`src/rtl/cfgl_pkg.sv`:
```
package cfgl_pkg;
  typedef enum logic [2:0] {
    ST_IDLE, ST_FALL, ST_RISE, ST_SHIFT, ST_DONE, ST_OK, ST_ERR
  } seq_state_t;

  typedef enum logic [1:0] {FD_OFF, FD_LEAD, FD_BYTE, FD_BITS} feed_state_t;

  localparam logic [1:0] ERR_NONE      = 2'd0;
  localparam logic [1:0] ERR_INIT_FALL = 2'd1;
  localparam logic [1:0] ERR_INIT_RISE = 2'd2;
  localparam logic [1:0] ERR_DONE      = 2'd3;

  localparam int LEAD_W = 16;
  localparam logic [LEAD_W-1:0] LEAD_PAT = 16'hFF20;
endpackage

```
`src/rtl/cfgl_poller.sv`:
```
module cfgl_poller #(
  parameter int POLL_CYC   = 100000,
  parameter int POLL_LIMIT = 5
) (
  input  logic clk,
  input  logic rst_n,
  input  logic arm,
  input  logic cond,
  output logic met,
  output logic expired
);
  localparam int CW = $clog2(POLL_CYC + 1);
  localparam int PW = $clog2(POLL_LIMIT + 1);

  logic          active;
  logic [CW-1:0] cyc;
  logic [PW-1:0] polls;
  logic          poll_now, last_poll;

  assign poll_now  = active && (cyc == '0);
  assign last_poll = (polls == PW'(POLL_LIMIT - 1));
  assign met       = poll_now && cond;
  assign expired   = poll_now && !cond && last_poll;

  always_ff @(posedge clk or negedge rst_n) begin
    if (!rst_n) begin
      active <= 1'b0;
      cyc    <= '0;
      polls  <= '0;
    end else if (arm) begin
      active <= 1'b1;
      cyc    <= '0;
      polls  <= '0;
    end else if (poll_now) begin
      if (cond || last_poll) begin
        active <= 1'b0;
      end else begin
        polls <= polls + 1'b1;
        cyc   <= CW'(POLL_CYC - 1);
      end
    end else if (active) begin
      cyc <= cyc - 1'b1;
    end
  end

  AST_POLL_BOUND: assert property (@(posedge clk) disable iff (!rst_n)
    active |-> (int'(polls) < POLL_LIMIT));
  AST_SINGLE_OUTCOME: assert property (@(posedge clk) disable iff (!rst_n)
    expired |=> !active || arm);
endmodule

```
`src/rtl/cfgl_bitser.sv`:
```
module cfgl_bitser #(
  parameter int STEP_CYC = 4
) (
  input  logic clk,
  input  logic rst_n,
  input  logic in_valid,
  input  logic in_bit,
  input  logic in_last,
  output logic in_ready,
  output logic cclk,
  output logic cdata,
  output logic fin
);
  localparam int SW = $clog2(STEP_CYC + 1);

  logic          busy, bit_q, last_q;
  logic [1:0]    phase;
  logic [SW-1:0] cnt;

  assign in_ready = !busy;

  always_ff @(posedge clk or negedge rst_n) begin
    if (!rst_n) begin
      busy   <= 1'b0;
      phase  <= 2'd0;
      cnt    <= '0;
      cclk   <= 1'b1;
      cdata  <= 1'b1;
      fin    <= 1'b0;
      bit_q  <= 1'b0;
      last_q <= 1'b0;
    end else begin
      fin <= 1'b0;
      if (!busy) begin
        if (in_valid) begin
          busy   <= 1'b1;
          phase  <= 2'd0;
          cnt    <= SW'(STEP_CYC - 1);
          cclk   <= 1'b0;
          bit_q  <= in_bit;
          last_q <= in_last;
        end
      end else if (cnt != '0) begin
        cnt <= cnt - 1'b1;
      end else begin
        cnt   <= SW'(STEP_CYC - 1);
        phase <= phase + 2'd1;
        case (phase)
          2'd0: cdata <= bit_q;
          2'd1: cclk  <= 1'b1;
          2'd2: cdata <= 1'b1;
          default: begin
            busy <= 1'b0;
            fin  <= last_q;
          end
        endcase
      end
    end
  end

  AST_DATA_HELD_AT_RISE: assert property (@(posedge clk) disable iff (!rst_n)
    $rose(cclk) |-> $stable(cdata));
  AST_DATA_HIGH_AT_FALL: assert property (@(posedge clk) disable iff (!rst_n)
    $fell(cclk) |-> cdata);
endmodule

```
`src/rtl/cfgl_feed.sv`:
```
module cfgl_feed
  import cfgl_pkg::*;
#(
  parameter int BYTE_W = 8
) (
  input  logic              clk,
  input  logic              rst_n,
  input  logic              go,
  input  logic              clear,
  input  logic              packed_mode,
  input  logic              byte_valid,
  input  logic [BYTE_W-1:0] byte_data,
  input  logic              byte_last,
  output logic              byte_ready,
  input  logic              zb_valid,
  input  logic              zb_bit,
  input  logic              zb_last,
  output logic              zb_ready,
  output logic              out_valid,
  output logic              out_bit,
  output logic              out_last,
  input  logic              out_ready
);
  localparam int LW = $clog2(LEAD_W);
  localparam int BW = $clog2(BYTE_W);
  localparam logic [LW-1:0] LTOP = LW'(LEAD_W - 1);
  localparam logic [BW-1:0] BTOP = BW'(BYTE_W - 1);

  feed_state_t       st;
  logic [BYTE_W-1:0] sreg;
  logic [LW-1:0]     lidx;
  logic [BW-1:0]     bidx;
  logic              have, blast;

  assign byte_ready = (st == FD_BYTE) && !have;
  assign zb_ready   = (st == FD_BITS) && out_ready;

  always_comb begin
    out_valid = 1'b0;
    out_bit   = 1'b1;
    out_last  = 1'b0;
    case (st)
      FD_LEAD: begin
        out_valid = 1'b1;
        out_bit   = LEAD_PAT[LTOP - lidx];
      end
      FD_BYTE: begin
        out_valid = have;
        out_bit   = sreg[BYTE_W-1];
        out_last  = blast && (bidx == BTOP);
      end
      FD_BITS: begin
        out_valid = zb_valid;
        out_bit   = zb_bit;
        out_last  = zb_last;
      end
      default: ;
    endcase
  end

  always_ff @(posedge clk or negedge rst_n) begin
    if (!rst_n) begin
      st    <= FD_OFF;
      sreg  <= '0;
      lidx  <= '0;
      bidx  <= '0;
      have  <= 1'b0;
      blast <= 1'b0;
    end else if (go) begin
      st   <= packed_mode ? FD_LEAD : FD_BYTE;
      lidx <= '0;
      bidx <= '0;
      have <= 1'b0;
    end else if (clear) begin
      st   <= FD_OFF;
      have <= 1'b0;
    end else begin
      case (st)
        FD_LEAD: if (out_ready) begin
          lidx <= lidx + 1'b1;
          if (lidx == LTOP) st <= FD_BITS;
        end
        FD_BYTE: begin
          if (byte_valid && byte_ready) begin
            sreg  <= byte_data;
            have  <= 1'b1;
            blast <= byte_last;
            bidx  <= '0;
          end else if (have && out_ready) begin
            sreg <= sreg << 1;
            bidx <= bidx + 1'b1;
            if (bidx == BTOP) begin
              have <= 1'b0;
              if (blast) st <= FD_OFF;
            end
          end
        end
        FD_BITS: if (zb_valid && out_ready && zb_last) st <= FD_OFF;
        default: ;
      endcase
    end
  end

  AST_ONE_STREAM: assert property (@(posedge clk) disable iff (!rst_n)
    $onehot0({byte_ready, zb_ready}));
endmodule

```
`src/rtl/cfg_serial_loader.sv`:
```
module cfg_serial_loader
  import cfgl_pkg::*;
#(
  parameter int STEP_CYC   = 4,
  parameter int POLL_CYC   = 100000,
  parameter int POLL_LIMIT = 5,
  parameter int BYTE_W     = 8
) (
  input  logic              clk,
  input  logic              rst_n,
  input  logic              start,
  input  logic              packed_mode,
  input  logic              init_in,
  input  logic              done_in,
  output logic              prog_n,
  output logic              cclk,
  output logic              cdata,
  input  logic              byte_valid,
  input  logic [BYTE_W-1:0] byte_data,
  input  logic              byte_last,
  output logic              byte_ready,
  input  logic              zb_valid,
  input  logic              zb_bit,
  input  logic              zb_last,
  output logic              zb_ready,
  output logic              busy,
  output logic              ok,
  output logic [1:0]        err_code
);
  seq_state_t state;
  logic [1:0] init_sy, done_sy;
  logic       mode_q, can_start, cond, arm, met, expired, go, fin;
  logic       s_valid, s_bit, s_last, s_ready;

  always_ff @(posedge clk or negedge rst_n) begin
    if (!rst_n) begin
      init_sy <= 2'b11;
      done_sy <= 2'b00;
    end else begin
      init_sy <= {init_sy[0], init_in};
      done_sy <= {done_sy[0], done_in};
    end
  end

  assign can_start = start &&
    (state == ST_IDLE || state == ST_OK || state == ST_ERR);

  always_comb begin
    case (state)
      ST_FALL: cond = !init_sy[1];
      ST_RISE: cond = init_sy[1];
      default: cond = done_sy[1];
    endcase
  end

  assign arm  = can_start || (state == ST_FALL && met) ||
                (state == ST_RISE && met) || (state == ST_SHIFT && fin);
  assign go   = (state == ST_RISE) && met;
  assign busy = (state == ST_FALL) || (state == ST_RISE) ||
                (state == ST_SHIFT) || (state == ST_DONE);

  cfgl_poller #(.POLL_CYC(POLL_CYC), .POLL_LIMIT(POLL_LIMIT)) u_poll (
    .clk(clk), .rst_n(rst_n), .arm(arm), .cond(cond),
    .met(met), .expired(expired)
  );

  cfgl_feed #(.BYTE_W(BYTE_W)) u_feed (
    .clk(clk), .rst_n(rst_n), .go(go), .clear(state != ST_SHIFT),
    .packed_mode(mode_q),
    .byte_valid(byte_valid), .byte_data(byte_data), .byte_last(byte_last),
    .byte_ready(byte_ready),
    .zb_valid(zb_valid), .zb_bit(zb_bit), .zb_last(zb_last), .zb_ready(zb_ready),
    .out_valid(s_valid), .out_bit(s_bit), .out_last(s_last), .out_ready(s_ready)
  );

  cfgl_bitser #(.STEP_CYC(STEP_CYC)) u_ser (
    .clk(clk), .rst_n(rst_n), .in_valid(s_valid), .in_bit(s_bit),
    .in_last(s_last), .in_ready(s_ready), .cclk(cclk), .cdata(cdata), .fin(fin)
  );

  always_ff @(posedge clk or negedge rst_n) begin
    if (!rst_n) begin
      state    <= ST_IDLE;
      prog_n   <= 1'b1;
      ok       <= 1'b0;
      err_code <= ERR_NONE;
      mode_q   <= 1'b0;
    end else if (can_start) begin
      state    <= ST_FALL;
      prog_n   <= 1'b0;
      ok       <= 1'b0;
      err_code <= ERR_NONE;
      mode_q   <= packed_mode;
    end else begin
      case (state)
        ST_FALL: if (met) begin
          state  <= ST_RISE;
          prog_n <= 1'b1;
        end else if (expired) begin
          state    <= ST_ERR;
          prog_n   <= 1'b1;
          err_code <= ERR_INIT_FALL;
        end
        ST_RISE: if (met) begin
          state <= ST_SHIFT;
        end else if (expired) begin
          state    <= ST_ERR;
          err_code <= ERR_INIT_RISE;
        end
        ST_SHIFT: if (fin) state <= ST_DONE;
        ST_DONE: if (met) begin
          state <= ST_OK;
          ok    <= 1'b1;
        end else if (expired) begin
          state    <= ST_ERR;
          err_code <= ERR_DONE;
        end
        default: ;
      endcase
    end
  end

  AST_ERR_HOLD: assert property (@(posedge clk) disable iff (!rst_n)
    (err_code != ERR_NONE && !start) |=> $stable(err_code));
  AST_OK_CLEAN: assert property (@(posedge clk) disable iff (!rst_n)
    ok |-> (err_code == ERR_NONE && !busy));
  AST_QUIET_INIT: assert property (@(posedge clk) disable iff (!rst_n)
    (state == ST_FALL || state == ST_RISE) |-> (cclk && !byte_ready && !zb_ready));
  AST_PROG_HIGH_SHIFT: assert property (@(posedge clk) disable iff (!rst_n)
    (state == ST_SHIFT) |-> prog_n);
endmodule

```
`config.mk`:
```
export PLATFORM = sky130hd
export DESIGN_NAME = cfg_serial_loader
export DESIGN_NICKNAME = d
export VERILOG_FILES = /design/src/rtl/cfgl_pkg.sv /design/src/rtl/cfgl_poller.sv /design/src/rtl/cfgl_bitser.sv /design/src/rtl/cfgl_feed.sv /design/src/rtl/cfg_serial_loader.sv
export SDC_FILE = /design/constraint.sdc
export NUM_CORES = 1
export LEC_CHECK = 0
export BUFFER_PORTS_ARGS = -buffer_cell sky130_fd_sc_hd__buf_4
export CAP_MARGIN = 20
export CORE_UTILIZATION = 24
export DETAILED_ROUTE_END_ITERATION = 7
export PLACE_DENSITY_LB_ADDON = 0.15
export SYNTH_ARGS = -nofsm -noshare
export SYNTH_HDL_FRONTEND = slang
export SYNTH_SLANG_ARGS = --single-unit
export TNS_END_PERCENT = 1
```
`constraint.sdc`:
```
create_clock -name clk -period 3.6 [get_ports clk]
set_clock_uncertainty 0.1 [all_clocks]
set_input_delay 0.54 -clock clk [delete_from_list [all_inputs] [get_ports clk]]
set_output_delay 0.54 -clock clk [all_outputs]
set_load 0.01 [all_outputs]
```
# Yosys cells after proc, flatten, opt, wreduce, memory -nomap -nowiden
# Memories as Yosys holds them, arrays and structs flattened.
# Index checks and enable logic that the tools add are counted.
[word_totals] latchBits=0 romBits=16 out_inout_bits=9 n_memories=1 ff_bits=63 mem_bits_rw=0
[op_classes] mux=83 bitwise=4 multipliers=0 div=0 shifts=0 eq_ne=35 magnitude_cmp=1 addsub=7 n_reduce_logical=69
[memory_table] memory="(no name shown)" words=16 word_bits=1 rd=1 rd_ports_with_merged_regs=0 wr=0 line="cfgl_feed.sv:45" rtl="out_bit = LEAD_PAT[LTOP - lidx];"
[ops] cell="$mux 17" count=4
[ops] cell="$mux 3" count=17
[ops] cell="$mux 2" count=20
[ops] cell="$mux 1" count=28
[ops] cell="$ne 3x3->1 const B" count=7
[ops] cell="$reduce_bool 2->1" count=10
[ops] cell="$logic_not 17->1" count=1
[ops] cell="$sub 17x1->17 const B" count=1
[ops] cell="$mux 4" count=4
[ops] cell="$mux 8" count=2
[ops] cell="$ne 4x3->1 const B" count=4
[ops] cell="$reduce_and 2->1" count=8
[ops] cell="$eq 3x3->1 const B" count=5
[ops] cell="$logic_and 1x1->1" count=15
[ops] cell="$reduce_and 3->1" count=5
[ops] cell="$reduce_bool 3->1" count=5
[ops] cell="$pmux 2 s3" count=2
[ops] cell="$pmux 3 s4" count=1
[ops] cell="$reduce_bool 4->1" count=3
[ops] cell="$ne 2x2->1 const B" count=5
[ops] cell="$reduce_bool 5->1" count=2
[ops] cell="$logic_or 1x1->1" count=9
[ops] cell="$ne 4x2->1 const B" count=2
[ops] cell="$reduce_and 4->1" count=2
[ops] cell="22 further kinds" count=37

# Longest topological paths before layout
[logic_depth] ltp_word=9 ltp_mapped=8 mapped_depth_nobuf=7

# Hierarchy
# From an unflattened synthesis, not the netlist that was laid out.
[hier_totals] hier_cells=375 hier_area_um2=3779.9
[modules_own_cells] mod="cfgl_poller" instances=1 area_per_inst_um2=1286.2 cells_each=136
[modules_own_cells] mod="cfgl_feed" instances=1 area_per_inst_um2=1111.1 cells_each=105
[modules_own_cells] mod="cfg_serial_loader" instances=1 area_per_inst_um2=829.5 cells_each=82
[modules_own_cells] mod="cfgl_bitser" instances=1 area_per_inst_um2=553.0 cells_each=52

# Worst setup path before layout
# No wires, ideal clock.
[synth_timing] path_kind="reg-to-reg" startpoint="reg u_poll.cyc[4]" endpoint="reg u_poll.cyc[16]" required_time_ps=3427 setup_time_ps=73 arrival_ps=2252 n_path_buf=2 slack_ps=1175 synth_period_minus_slack_ps=2425 stages_incl_launch_ff=9 cell_sequence="dfrtp_1 -> or4_4 -> or4_4 -> buf_6 -> nor2_4 -> buf_6 -> nor2_2 -> or3_1 -> a21oi_2"
[synth_via] elab_chain_cells=9 word_cells_on_any_way=15 cone_classes="add/sub (1); eq/ne (1); mux (3); reduce/logical (10)"
[synth_rtl] item="start: declaration" line="cfgl_poller.sv:16" rtl="logic [CW-1:0] cyc;"
[synth_rtl] item="start signal: assignment" line="cfgl_poller.sv:39" rtl="cyc <= CW'(POLL_CYC - 1);"
[synth_rtl] item="start signal: assignment" line="cfgl_poller.sv:42" rtl="cyc <= cyc - 1'b1;"
[synth_rtl] item="branches (longest 9 deep; another with $sub 17x1->17)"
# Several ways; the timed one is not identified. The select of a mux whose other input is x is not followed.
# A chain may end at the register's enable or synchronous reset.

# Worst setup path after layout
[layout_timing] startpoint="reg state[0]" endpoint="reg u_poll.cyc[11]"
[layout_via] elab_chain_cells=9 word_cells_on_any_way=22 cone_classes="eq/ne (6); mux (2); reduce/logical (14)"
[layout_rtl] item="start: declaration" line="cfg_serial_loader.sv:30" rtl="seq_state_t state;"
[layout_rtl] item="start signal: assignment" line="cfg_serial_loader.sv:83" rtl="state <= ST_IDLE;"
[layout_rtl] item="start signal: assignment" line="cfg_serial_loader.sv:89" rtl="state <= ST_FALL;"
[layout_rtl] item="start signal: assignment" line="cfg_serial_loader.sv:97" rtl="state <= ST_RISE;"
[layout_rtl] item="$eq 3x2->1 (tied with other cells)" line="cfg_serial_loader.sv:49, cfg_serial_loader.sv:57"
[layout_rtl] item="$pmux 1 s2 or $logic_or 1x1->1 (tied branches)" line="cfg_serial_loader.sv:49, cfg_serial_loader.sv:46"
[layout_rtl] item="$logic_and 1x1->1 or $logic_or 1x1->1 (tied branches)" line="cfgl_poller.sv:22, cfg_serial_loader.sv:46"
[layout_rtl] item="$logic_and 1x1->1, on equally long branches" line="cfg_serial_loader.sv:56, cfg_serial_loader.sv:45"
[layout_rtl] item="$logic_or 1x1->1 (2 in a row)" line="cfg_serial_loader.sv:56" rtl="assign arm = can_start || (state == ST_FALL && met) ||"
[layout_rtl] item="$logic_or 1x1->1" line="cfg_serial_loader.sv:57" rtl="(state == ST_RISE && met) || (state == ST_SHIFT && fin);"
[layout_rtl] item="$ne 3x3->1 (no source line) or $reduce_bool 3->1 (tied branches)"
[layout_rtl] item="$reduce_and 2->1 (no source line)"
# Parallel ways exist; a longest one is shown, timed or not.

==> run_results.csv <==
group,metric,value,unit
worst_setup_path,path_class,"register to register",
worst_setup_path,worst_setup_path_end_kind,"register",
floorplan,core_area,0.0145,mm2
sta,slew_violations,0,
drt,finalWirelength,8850,um
drt,viasPerCell,4.90,
cells_and_area,final_nets,454,
sta,whs,0.201,ns
grt,grt_pass1_wl,15000,um
cts,cts_buffers,9,
place,dpl-instance-area,0.00398,mm2
worst_setup_path,cp_slowest_cell,"dfrtp_1",
cells_and_area,seqCellArea,0.00158,mm2
job,drv_cap,0,
place,port_buffers,27,
drt,routedWlPerCell,14.5,um
sta,final_hold_viol_count,0,
yosys,muxShareOfSynthArea,2.30,%
yosys,ys.warnings.count,0,
cts,clock_latency,0.34,ns
floorplan,pin_count,28,
sta,timing.final.crit_share,83.5,%
worst_setup_path,cp_data_arrival_time,3.14,ns
cts,htree_levels,3,
cells_and_area,synthToLayoutAreaGrowth,20.7,%
worst_setup_path,path_buf_inv,1,
drt,vias,2989,
yosys,yosysTopAreaCell,"dfrtp_1",
yosys,yosys_most_used_dff,"dfrtp_1",
sta,max_freq,333,MHz
worst_setup_path,slowest_delay,0.78,ns
cts,cts_tree,"yes",
power_and_ir_drop,leakage,0.00194,uW
worst_setup_path,cp_top_family,"compound AO/OA/AOI/OAI gates",
yosys,synth_compound_area_share,18.1,%
place,place.gp.congestion,0.783,
sta,worstMarginPinSlew,0.900,ns
drt,dr.pass1.iters,5,
drt,drtAntennaViolNets,0,
drt,drc,0,
yosys,synth_simple_gate_area_share,22.7,%
run_status,status,"finished, final reports clean",
yosys,ys_seq_area_share,44.1,%
cts,cts-root-buf,"clkbuf_16",
yosys,synth_top_area_share,40.4,%
power_and_ir_drop,peakVddDrop,0.261,mV
yosys,async_flop_share,100,%
yosys,yosys.cell_types.count,65,
power_and_ir_drop,power.density,730,mW/mm2
cts,ctsResizeCount,0,
sta,finalSetupTns,0,ns
yosys,yosysMostFrequentCell,"nor2_1",
worst_setup_path,crit_chain,"or3b_2 > a21oi_1 > o311ai_1 > buf_4 > and2_1 > a311oi_1",
yosys,ys_ff_latch,63,
power_and_ir_drop,p_total,3160,uW
worst_setup_path,startpoint_type,"register",
grt,grt_pass1_vias,2955,
floorplan,initial_core_util,24.7,%
sta,rsz0062_at_grt,"false",
cts,cts.reportedPaths.clkPinSlew,0.06,ns
cells_and_area,final_core_util,29.8,%
yosys,netlist_area,0.00359,mm2
yosys,syn_inst,395,
yosys,synth-adder-area-share,5.16,%
yosys,syn_area_per_cell,9.08,um2
floorplan,die_x,124,um
yosys,synth-xor-area-share,2.68,%
cts,clock_path_buffers,2,
sta,maxSlewHeadroom,39.1,%
cells_and_area,drive_gt1_share,16.9,%
cells_and_area,fillers,1576,
worst_setup_path,cp.required,3.73,ns
grt,grt_max_degree,64,
grt,antenna_found_initial,0,
grt,track_usage,12.2,%
min_path,hold_class,"primary input to async pin",
cells_and_area,multi_input_area,0.00183,mm2
yosys,synth_edf_count,0,
cells_and_area,stdcell_area,0.00433,mm2
floorplan,dieHeight,124,um
sta,setup_violations,0,
drt,drtIter0Drc,125,
cells_and_area,antenna_cells,0,
cts,post_cts_buffers,0,
sta,period_needed,3.01,ns
cts,clock_sinks,63,
place,dp_hpwl,6060,um
grt,grt-ovfl-total,0,
floorplan,die_area,0.0154,mm2
yosys,synth_top_family_by_area,"simple AND/OR/NAND/NOR gates",
yosys,yosys-top-cells-area,"dfrtp_1 (40%), nor2_1 (6.2%), ha_1 (4.9%)",
cts,ctsHoldBuffers,0,
yosys,postSynthNetCount,428,
worst_setup_path,worstPathMaxFanout,24,
yosys,synth_common_cells,"nor2_1 (59), dfrtp_1 (58), nand2_1 (30)",
floorplan,rows,44,
where the power goes:
| part | internal, uW | total, uW | switching [uW] |
|---|---|---|---|
| sequential | 877 | 1090 | 215 |
| clock | 714 | 1040 | 331 |
| combinational | 446 | 1030 | 580 |
| total | 2040 | 3160 | 1130 |
stage by stage:
stage / worst slack, ns / cells
2_1_floorplan: 1.18 / 395
3_3_place_gp: 0.599 / 594
3_5_place_dp: 0.664 / 594
4_1_cts: 0.639 / 610
5_1_grt: 0.436 / 610
6_report: 0.594 / 610
kinds of logic after synthesis:
family,after synthesis
AOI/OAI and AO/OA,97
xor gates and xnor gates,11
adders and majority gates,15
buffers and inverters,40
DFF,63
muxes,8
and+or+nand+nor,161
flip-flops by register name, indices dropped and copies added, names as in the netlist, 2 cells and up:
name	cells
u_ser.phase	2
u_feed.st	2
err_code	2
state	3
u_poll.cyc	17
u_feed.lidx	4
done_sy	2
u_feed.bidx	3
init_sy	2
u_feed.sreg	8
u_ser.cnt	3
u_poll.polls	3
cells in the final DEF (no fill, tap or decap), types with 3 or more instances in the layout:
cell type	instances
a311oi_1	7
inv_1	21
bufinv_16	3
nor2_1	59
xor2_1	7
a21oi_1	24
ha_1	14
o211ai_1	7
nand2_1	30
nor3_1	6
nand3_1	15
o31ai_1	5
a31oi_1	6
nand4_1	6
dfrtp_1	58
a22oi_1	3
o21ai_0	15
nor4_1	3
a22o_1	3
dfstp_2	5
and2_1	7
nor2b_1	5
nand2b_1	5
buf_4	34
clkbuf_16	9
o22ai_1	8
mux2i_1	6
xnor2_1	4
or4_1	3
path summary, 6_finish.rpt:
kind / startpoint / slack, ns / cells after the start / endpoint
worst max-delay path: state[0] / 0.59 / 6 / u_poll.cyc[11]
worst min-delay path: rst_n / 0.20 / 1 / u_poll.cyc[0]
worst max register to register: state[0] / 0.59 / 6 / u_poll.cyc[11]
worst min register to register: done_sy[0] / 0.25 / 0 / done_sy[1]
max in group asynchronous: rst_n / 2.65 / 1 / u_feed.bidx[1]
min in group clk: init_in / 0.21 / 1 / init_sy[0]
worst register-to-register path: stages, from the launching register on:
cell	delay, ns
dfrtp_1	0.78
or3b_2	0.52
a21oi_1	0.44
o311ai_1	0.22
buf_4	0.22
and2_1	0.29
a311oi_1	0.34
metal layers:
metal	vias to the layer above	GRT usage, %	share of wire (%)	routed length [um]
met4	0	4.68	1.4	121
met1	1463	16.6	51	4470
met3	12	3.91	3.7	326
met5	-	0	0	0
met2	44	17.9	44	3920
li1	1470	-	-	-
layout make-up:
type | count | share of cell area, %
Inverter | 21 | 1.82
Clock inverter | 5 | 2.40
Clock buffer | 11 | 5.83
Tap cell | 184 | 5.31
Sequential cell | 63 | 36.5
Multi-Input combinational cell | 292 | 42.2
Timing Repair Buffer | 34 | 5.89
No activity file was read; power rests on OpenSTA's default activity.
